<file path="src/rtl/i2c_prom_pkg.sv">
package i2c_prom_pkg;
  localparam int BYTE_W    = 8;
  localparam int ADDR_W    = 8;
  localparam int MEM_DEPTH = 1 << ADDR_W;
  localparam int TICK_W    = 5;
  localparam int CMD_LAST  = BYTE_W + 1;      // count at which command is complete
  localparam int ADDR_LAST = 2 * BYTE_W + 1;  // count at which address is complete

  typedef enum logic [2:0] {
    EV_NONE,
    EV_START,
    EV_STOP,
    EV_BIT,     // rising clock, data held
    EV_GLITCH   // rising clock, data changed
  } bus_ev_e;

  function automatic logic [MEM_DEPTH*BYTE_W-1:0] default_image();
    logic [MEM_DEPTH*BYTE_W-1:0] img;
    img = '0;
    for (int i = 0; i < MEM_DEPTH; i++) img[i*BYTE_W +: BYTE_W] = BYTE_W'(i * 7 + 1);
    return img;
  endfunction
endpackage

</file>
<file path="src/rtl/i2c_prom_cond.sv">
module i2c_prom_cond
  import i2c_prom_pkg::*;
(
  input  logic    scl_q_i,
  input  logic    sda_q_i,
  input  logic    scl_i,
  input  logic    sda_i,
  output bus_ev_e ev_o
);
  always_comb begin
    ev_o = EV_NONE;
    if (scl_q_i && scl_i && (sda_q_i != sda_i)) ev_o = sda_i ? EV_STOP : EV_START;
    else if (!scl_q_i && scl_i)                 ev_o = (sda_q_i == sda_i) ? EV_BIT : EV_GLITCH;
  end
endmodule

</file>
<file path="src/rtl/i2c_prom_rom.sv">
module i2c_prom_rom
  import i2c_prom_pkg::*;
#(
  parameter logic [MEM_DEPTH*BYTE_W-1:0] IMAGE = default_image()
) (
  input  logic [ADDR_W-1:0] rd_addr_i,
  output logic [BYTE_W-1:0] rd_data_o
);
  logic [BYTE_W-1:0] rom [MEM_DEPTH];

  for (genvar g = 0; g < MEM_DEPTH; g++) begin : g_word
    assign rom[g] = IMAGE[g*BYTE_W +: BYTE_W];
  end

  assign rd_data_o = rom[rd_addr_i];
endmodule

</file>
<file path="src/rtl/i2c_prom_responder.sv">
module i2c_prom_responder
  import i2c_prom_pkg::*;
#(
  parameter logic [MEM_DEPTH*BYTE_W-1:0] IMAGE = default_image()
) (
  input  logic              clk_i,
  input  logic              rst_ni,
  input  logic              upd_i,
  input  logic              scl_i,
  input  logic              sda_i,
  output logic              sda_o,
  output logic [TICK_W-1:0] tick_o,
  output logic              ack_pend_o,
  output logic [BYTE_W-1:0] cmd_o,
  output logic [ADDR_W-1:0] addr_o,
  output logic [BYTE_W-1:0] data_o
);
  logic              scl_q, sda_q, ack_q;
  logic [TICK_W-1:0] tick_q;
  logic [BYTE_W-1:0] cmd_q, data_q;
  logic [ADDR_W-1:0] addr_q;

  logic              sda_d, ack_d;
  logic [TICK_W-1:0] tick_d;
  logic [BYTE_W-1:0] cmd_d, data_d;
  logic [ADDR_W-1:0] addr_d, addr_shift;
  logic [BYTE_W-1:0] rom_byte;
  bus_ev_e           ev;

  i2c_prom_cond u_cond (
    .scl_q_i(scl_q), .sda_q_i(sda_q), .scl_i(scl_i), .sda_i(sda_i), .ev_o(ev)
  );

  assign addr_shift = {addr_q[ADDR_W-2:0], sda_i};

  i2c_prom_rom #(.IMAGE(IMAGE)) u_rom (
    .rd_addr_i(addr_shift), .rd_data_o(rom_byte)
  );

  always_comb begin
    sda_d  = sda_i;
    ack_d  = ack_q;
    tick_d = tick_q;
    cmd_d  = cmd_q;
    addr_d = addr_q;
    data_d = data_q;
    if (ev == EV_START) begin
      tick_d = TICK_W'(1);
      cmd_d  = '0;
    end else if (ev == EV_STOP) begin
      // no transfer effect
    end else if (tick_q == '0 && !ack_q) begin
      // idle: wait for start
    end else if (ev == EV_BIT || ev == EV_GLITCH) begin
      if (ack_q) begin
        sda_d = 1'b0;
        ack_d = 1'b0;
      end else if (ev == EV_BIT) begin
        if (tick_q < TICK_W'(CMD_LAST)) begin
          cmd_d  = {cmd_q[BYTE_W-2:0], sda_i};
          tick_d = tick_q + 1'b1;
          if (tick_q == TICK_W'(CMD_LAST - 1)) ack_d = 1'b1;
        end else if (tick_q < TICK_W'(ADDR_LAST)) begin
          if (cmd_q[0]) sda_d = data_q[BYTE_W-1];
          addr_d = addr_shift;
          data_d = {data_q[BYTE_W-2:0], 1'b0};
          tick_d = tick_q + 1'b1;
          if (tick_q == TICK_W'(ADDR_LAST - 1)) begin
            data_d = rom_byte;
            ack_d  = 1'b1;
            tick_d = '0;
          end
        end
      end
    end
  end

  always_ff @(posedge clk_i or negedge rst_ni) begin
    if (!rst_ni) begin
      scl_q  <= 1'b1;
      sda_q  <= 1'b1;
      ack_q  <= 1'b0;
      tick_q <= '0;
      cmd_q  <= '0;
      addr_q <= '0;
      data_q <= '0;
    end else if (upd_i) begin
      scl_q  <= scl_i;
      sda_q  <= sda_d;
      ack_q  <= ack_d;
      tick_q <= tick_d;
      cmd_q  <= cmd_d;
      addr_q <= addr_d;
      data_q <= data_d;
    end
  end

  assign sda_o      = sda_q;
  assign tick_o     = tick_q;
  assign ack_pend_o = ack_q;
  assign cmd_o      = cmd_q;
  assign addr_o     = addr_q;
  assign data_o     = data_q;

  a_r10_hold_no_upd: assert property (@(posedge clk_i) disable iff (!rst_ni)
    !upd_i |=> $stable(tick_q) && $stable(sda_q) && $stable(cmd_q) && $stable(data_q));

  a_r2_start: assert property (@(posedge clk_i) disable iff (!rst_ni)
    upd_i && ev == EV_START |=> tick_q == TICK_W'(1) && cmd_q == '0);

  a_r3_stop_inert: assert property (@(posedge clk_i) disable iff (!rst_ni)
    upd_i && ev == EV_STOP |=> $stable(tick_q) && $stable(ack_q) && $stable(cmd_q));

  a_r5_glitch_drop: assert property (@(posedge clk_i) disable iff (!rst_ni)
    upd_i && !ack_q && ev == EV_GLITCH |=> $stable(tick_q) && $stable(addr_q) && $stable(cmd_q));

  a_r7_ack_drive: assert property (@(posedge clk_i) disable iff (!rst_ni)
    upd_i && ack_q && (ev == EV_BIT || ev == EV_GLITCH)
    |=> !ack_q && !sda_q && $stable(tick_q) && $stable(addr_q));

  a_r9_tick_bound: assert property (@(posedge clk_i) disable iff (!rst_ni)
    tick_q < TICK_W'(ADDR_LAST));
endmodule

</file>
<file path="config.mk">
export PLATFORM = sky130hd
export DESIGN_NAME = i2c_prom_responder
export DESIGN_NICKNAME = d
export VERILOG_FILES = /design/src/rtl/i2c_prom_pkg.sv /design/src/rtl/i2c_prom_cond.sv /design/src/rtl/i2c_prom_rom.sv /design/src/rtl/i2c_prom_responder.sv
export SDC_FILE = /design/constraint.sdc
export NUM_CORES = 1
export LEC_CHECK = 0
export ABC_AREA = 1
export BUFFER_PORTS_ARGS = -buffer_cell sky130_fd_sc_hd__buf_2
export CORE_ASPECT_RATIO = 1.75
export CORE_MARGIN = 3
export CORE_UTILIZATION = 50
export CTS_CLUSTER_SIZE = 8
export DETAILED_ROUTE_END_ITERATION = 8
export PLACE_DENSITY_LB_ADDON = 0.1
export SLEW_MARGIN = 20
export SYNTH_ARGS = -nofsm -noshare
export SYNTH_HDL_FRONTEND = slang
export SYNTH_SLANG_ARGS = --single-unit
</file>
<file path="constraint.sdc">
create_clock -name clk_i -period 2 [get_ports clk_i]
set_input_delay 0.4 -clock clk_i [delete_from_list [all_inputs] [get_ports clk_i]]
set_output_delay 0.4 -clock clk_i [all_outputs]
set_load 0.005 [all_outputs]
</file>
==> run metrics <==
CTS buffer count=5; I/O Pins=36; final instance area=2650 um^2; synthesized area=2270 um^2; pre-CTS WS=between 0.1 and 0.15 ns; largest area contributor in the netlist=dfrtp_1; DRT antenna net count=0; DRC errors left=0; routed vias=about 2,300; synthesized net count=roughly 340; clock share of power=30.4%; Worst Setup Start Kind=register; CP Class=reg -> reg; CTS tree=built; die height=approximately 95 um; Min-Delay Path Class=in -> async; Clock Path Buffers=2; Layout fillers=432; TNS Setup=0 ns; most frequent CP cell=nand2_1; Post-CTS Setup Inserts=0; effective utilization at floorplan=53.2%; H-tree Lvls=2; Fmax=between 0.5 and 0.6 GHz; Rows=31; first-pass GRT wire length=11,000 um; Final WS setup=roughly 0.25 ns; Int Power=~1.4 mW; GRT Overall Usage=26.2%; CP Data Required Time=2.19 ns; Layout area overhead=16.9%; clock-pin slew of the registers on the worst-case setup and hold paths=0.07 ns; count leader, synth=nand2_1; PortBufs=35; WL final=between 6000 and 7000 um; Vias/cell=between 5 and 6; clock latency on the worst-skew pair=0.29 ns; Final Wtd Congestion=a little under 1; Pwr Total=between 2 and 2.5 mW; Seq/Total Area, Yosys=between 30% and 40%; crit path max fanout=6; post-DP HPWL=slightly above 5000 um; combinational share of power=29.3%; DP Area=roughly 2500 um^2; Least-Margin Pin Slew=slightly above 0.7 ns; Core Footprint=4270 um^2; synth cell count leaders=108 x nand2_1, 32 x nand3_1, 30 x dfrtp_1; maximum capacitance violations=0; Critical R2R Launch=addr_o[0]$_DFFE_PN0P_; ys flop type=dfrtp_1; leading post-synthesis cells by cell area=dfrtp_1 33%, nand2_1 18%, nand3_1 7.1%, ha_1 5.0%, nor2_1 4.5%; Slowest-stage cell, CP=dfrtp_1; # diodes=0; CP Data Arrival Time=approximately 1.9 ns; Final Hold Viols=0; ys async rst share=100%; Tmin final=roughly 1.7 ns; met3 usage=3.12%; register bit total from synthesis=32; RSZ-0062 raised after global routing=no; Crit. Startpoint=addr_o[0]$_DFFE_PN0P_; final setup fails=0; grt met1 use=between 20% and 30%; layout cell share with drive strength beyond 1=23.3%; nets=about 390; NetSw=between 700 and 800 uW; CTS sink count=32; post-synth top area share=33.1%; drt pass-1 iters=4; global route overflow=0; Mapped Cells=~330; global route hottest layer=met2; part of the power in registers=around 40%; vias in the first global route=2,334; hold buffers post-CTS=0; status=completed; post-cts gate resize count=0; LEAKAGE=between 1 and 1.5 nW; Worst setup EP type=register; Yosys cell types=32; cells along the critical path=inv_1 -> ha_1 -> o21ai_1 -> nand2_1 -> nand3_1 -> nand2_1 -> nand3_1 -> nand3_1 -> nand2_1 -> nand2_1; Final Cycle Share=between 80% and 90%; yosys warns=0; largest net degree at the start of global routing=33; Clock Skew=0.00134 ns; Post-Syn Area per Cell=~7 um^2; wire per inst=~15 um; Starting DRT DRC Count=100; peak supply drop=about 680 uV; sw frac=33.9%; number of flops mapped to enable cells by yosys=0; Chip Width=56.9 um; Power Density=a little under 800 nW/um^2; Final Max Tran Viols=0; clk root buf=clkbuf_8; initial antenna violation count=0; Total Die Area=roughly 5400 um^2; relative max-transition margin=around 52%; Worst path max stage delay=~0.45 ns; met2 Use GR=about 48%
==> cell usage in the layout, fill, tap and decap left out, drive strengths merged, types with 2 or more instances in the layout <==
| cell | synthesis | final |
|---|---|---|
| ha | 9 | 9 |
| inv | 27 | 27 |
| nor3 | 3 | 3 |
| clkbuf | 2 | 5 |
| o21ai | 31 | 31 |
| buf | 9 | 49 |
| clkinv | 2 | 3 |
| nand2 | 114 | 114 |
| nand3 | 34 | 34 |
| dfstp | 2 | 2 |
| a21oi | 17 | 17 |
| a31oi | 3 | 3 |
| nand4 | 8 | 8 |
| nor2 | 31 | 31 |
| dfrtp | 30 | 30 |
==> kinds of logic (layout without fill, tap and decap cells) <==
| family | Yosys count | in the layout | share of synthesized area, % |
|---|---|---|---|
| flip-flops | 32 | 32 | 35.4 |
| AO/OA/AOI/OAI | 56 | 56 | 14.5 |
| AND/OR/NAND/NOR | 190 | 190 | 36.9 |
| buffers and inverters | 40 | 86 | 7.88 |
| XOR/XNOR | 1 | 1 | 0.386 |
| adder cells (fa/ha/maj) | 9 | 9 | 4.96 |
==> registers in the layout, summed over array words and instances, names as in the netlist <==
name	flops
sda_o	1
ack_pend_o	1
data_o	8
scl_q	1
addr_o	8
cmd_o	8
tick_o	5
==> worst paths after layout <==
check	to	slack, ns	cells past startpoint
worst max-delay path	data_o[7]$_DFFE_PN0P_	0.25	10
worst min-delay path	ack_pend_o$_DFFE_PN0P_	0.16	1
worst max register to register	data_o[7]$_DFFE_PN0P_	0.25	10
worst min register to register	cmd_o[7]$_DFFE_PN0P_	0.49	2
max in group asynchronous	cmd_o[7]$_DFFE_PN0P_	1.37	1
min in group clk_i	sda_o$_DFFE_PN1P_	0.35	3
==> metrics by stage <==
step           cells  hold WS, ns  utilization [%]
2_1_floorplan    328        0.104                -
6_report         423        0.160             62.2
4_1_cts          423        0.188             62.2
5_1_grt          423        0.205             62.2
3_3_place_gp     415        0.465             59.6
3_5_place_dp     415        0.477             59.6
==> routing by layer <==
layer  share of wire, %  vias to the layer above
met4                5.1                        0
met3                3.0                       20
met1                 37                     1067
met5                  0                        -
li1                   -                     1162
met2                 55                       60
==> power groups by stage <==
stage	clock [mW]	combinational, mW	sequential [mW]
after global placement	0	0.603	0.844
after global routing	0.672	0.702	0.853
after CTS	0.641	0.617	0.836
after detailed placement	0	0.614	0.849
final	0.628	0.607	0.834
after floorplan	0	0.401	0.846
==> area by class of cell <==
cell class / count / area [um^2] / share of cell area, %
Clock buffer: 5 / 68.8 / 2.59
Timing Repair Buffer: 49 / 280 / 10.6
Multi-Input combinational cell: 256 / 1290 / 48.5
Tap cell: 49 / 61.3 / 2.31
Clock inverter: 3 / 42.5 / 1.60
Sequential cell: 32 / 803 / 30.3
Inverter: 29 / 109 / 4.10
==> critical path: cells and delay by family (launching register included) <==
family / cells / cell delay [ns]
AOI/OAI and AO/OA: 1 / 0.32
adders and majority gates: 1 / 0.23
DFF: 1 / 0.45
and+or+nand+nor: 7 / 0.53
buffers and inverters: 1 / 0.13
(Power assumes the default switching activity.)
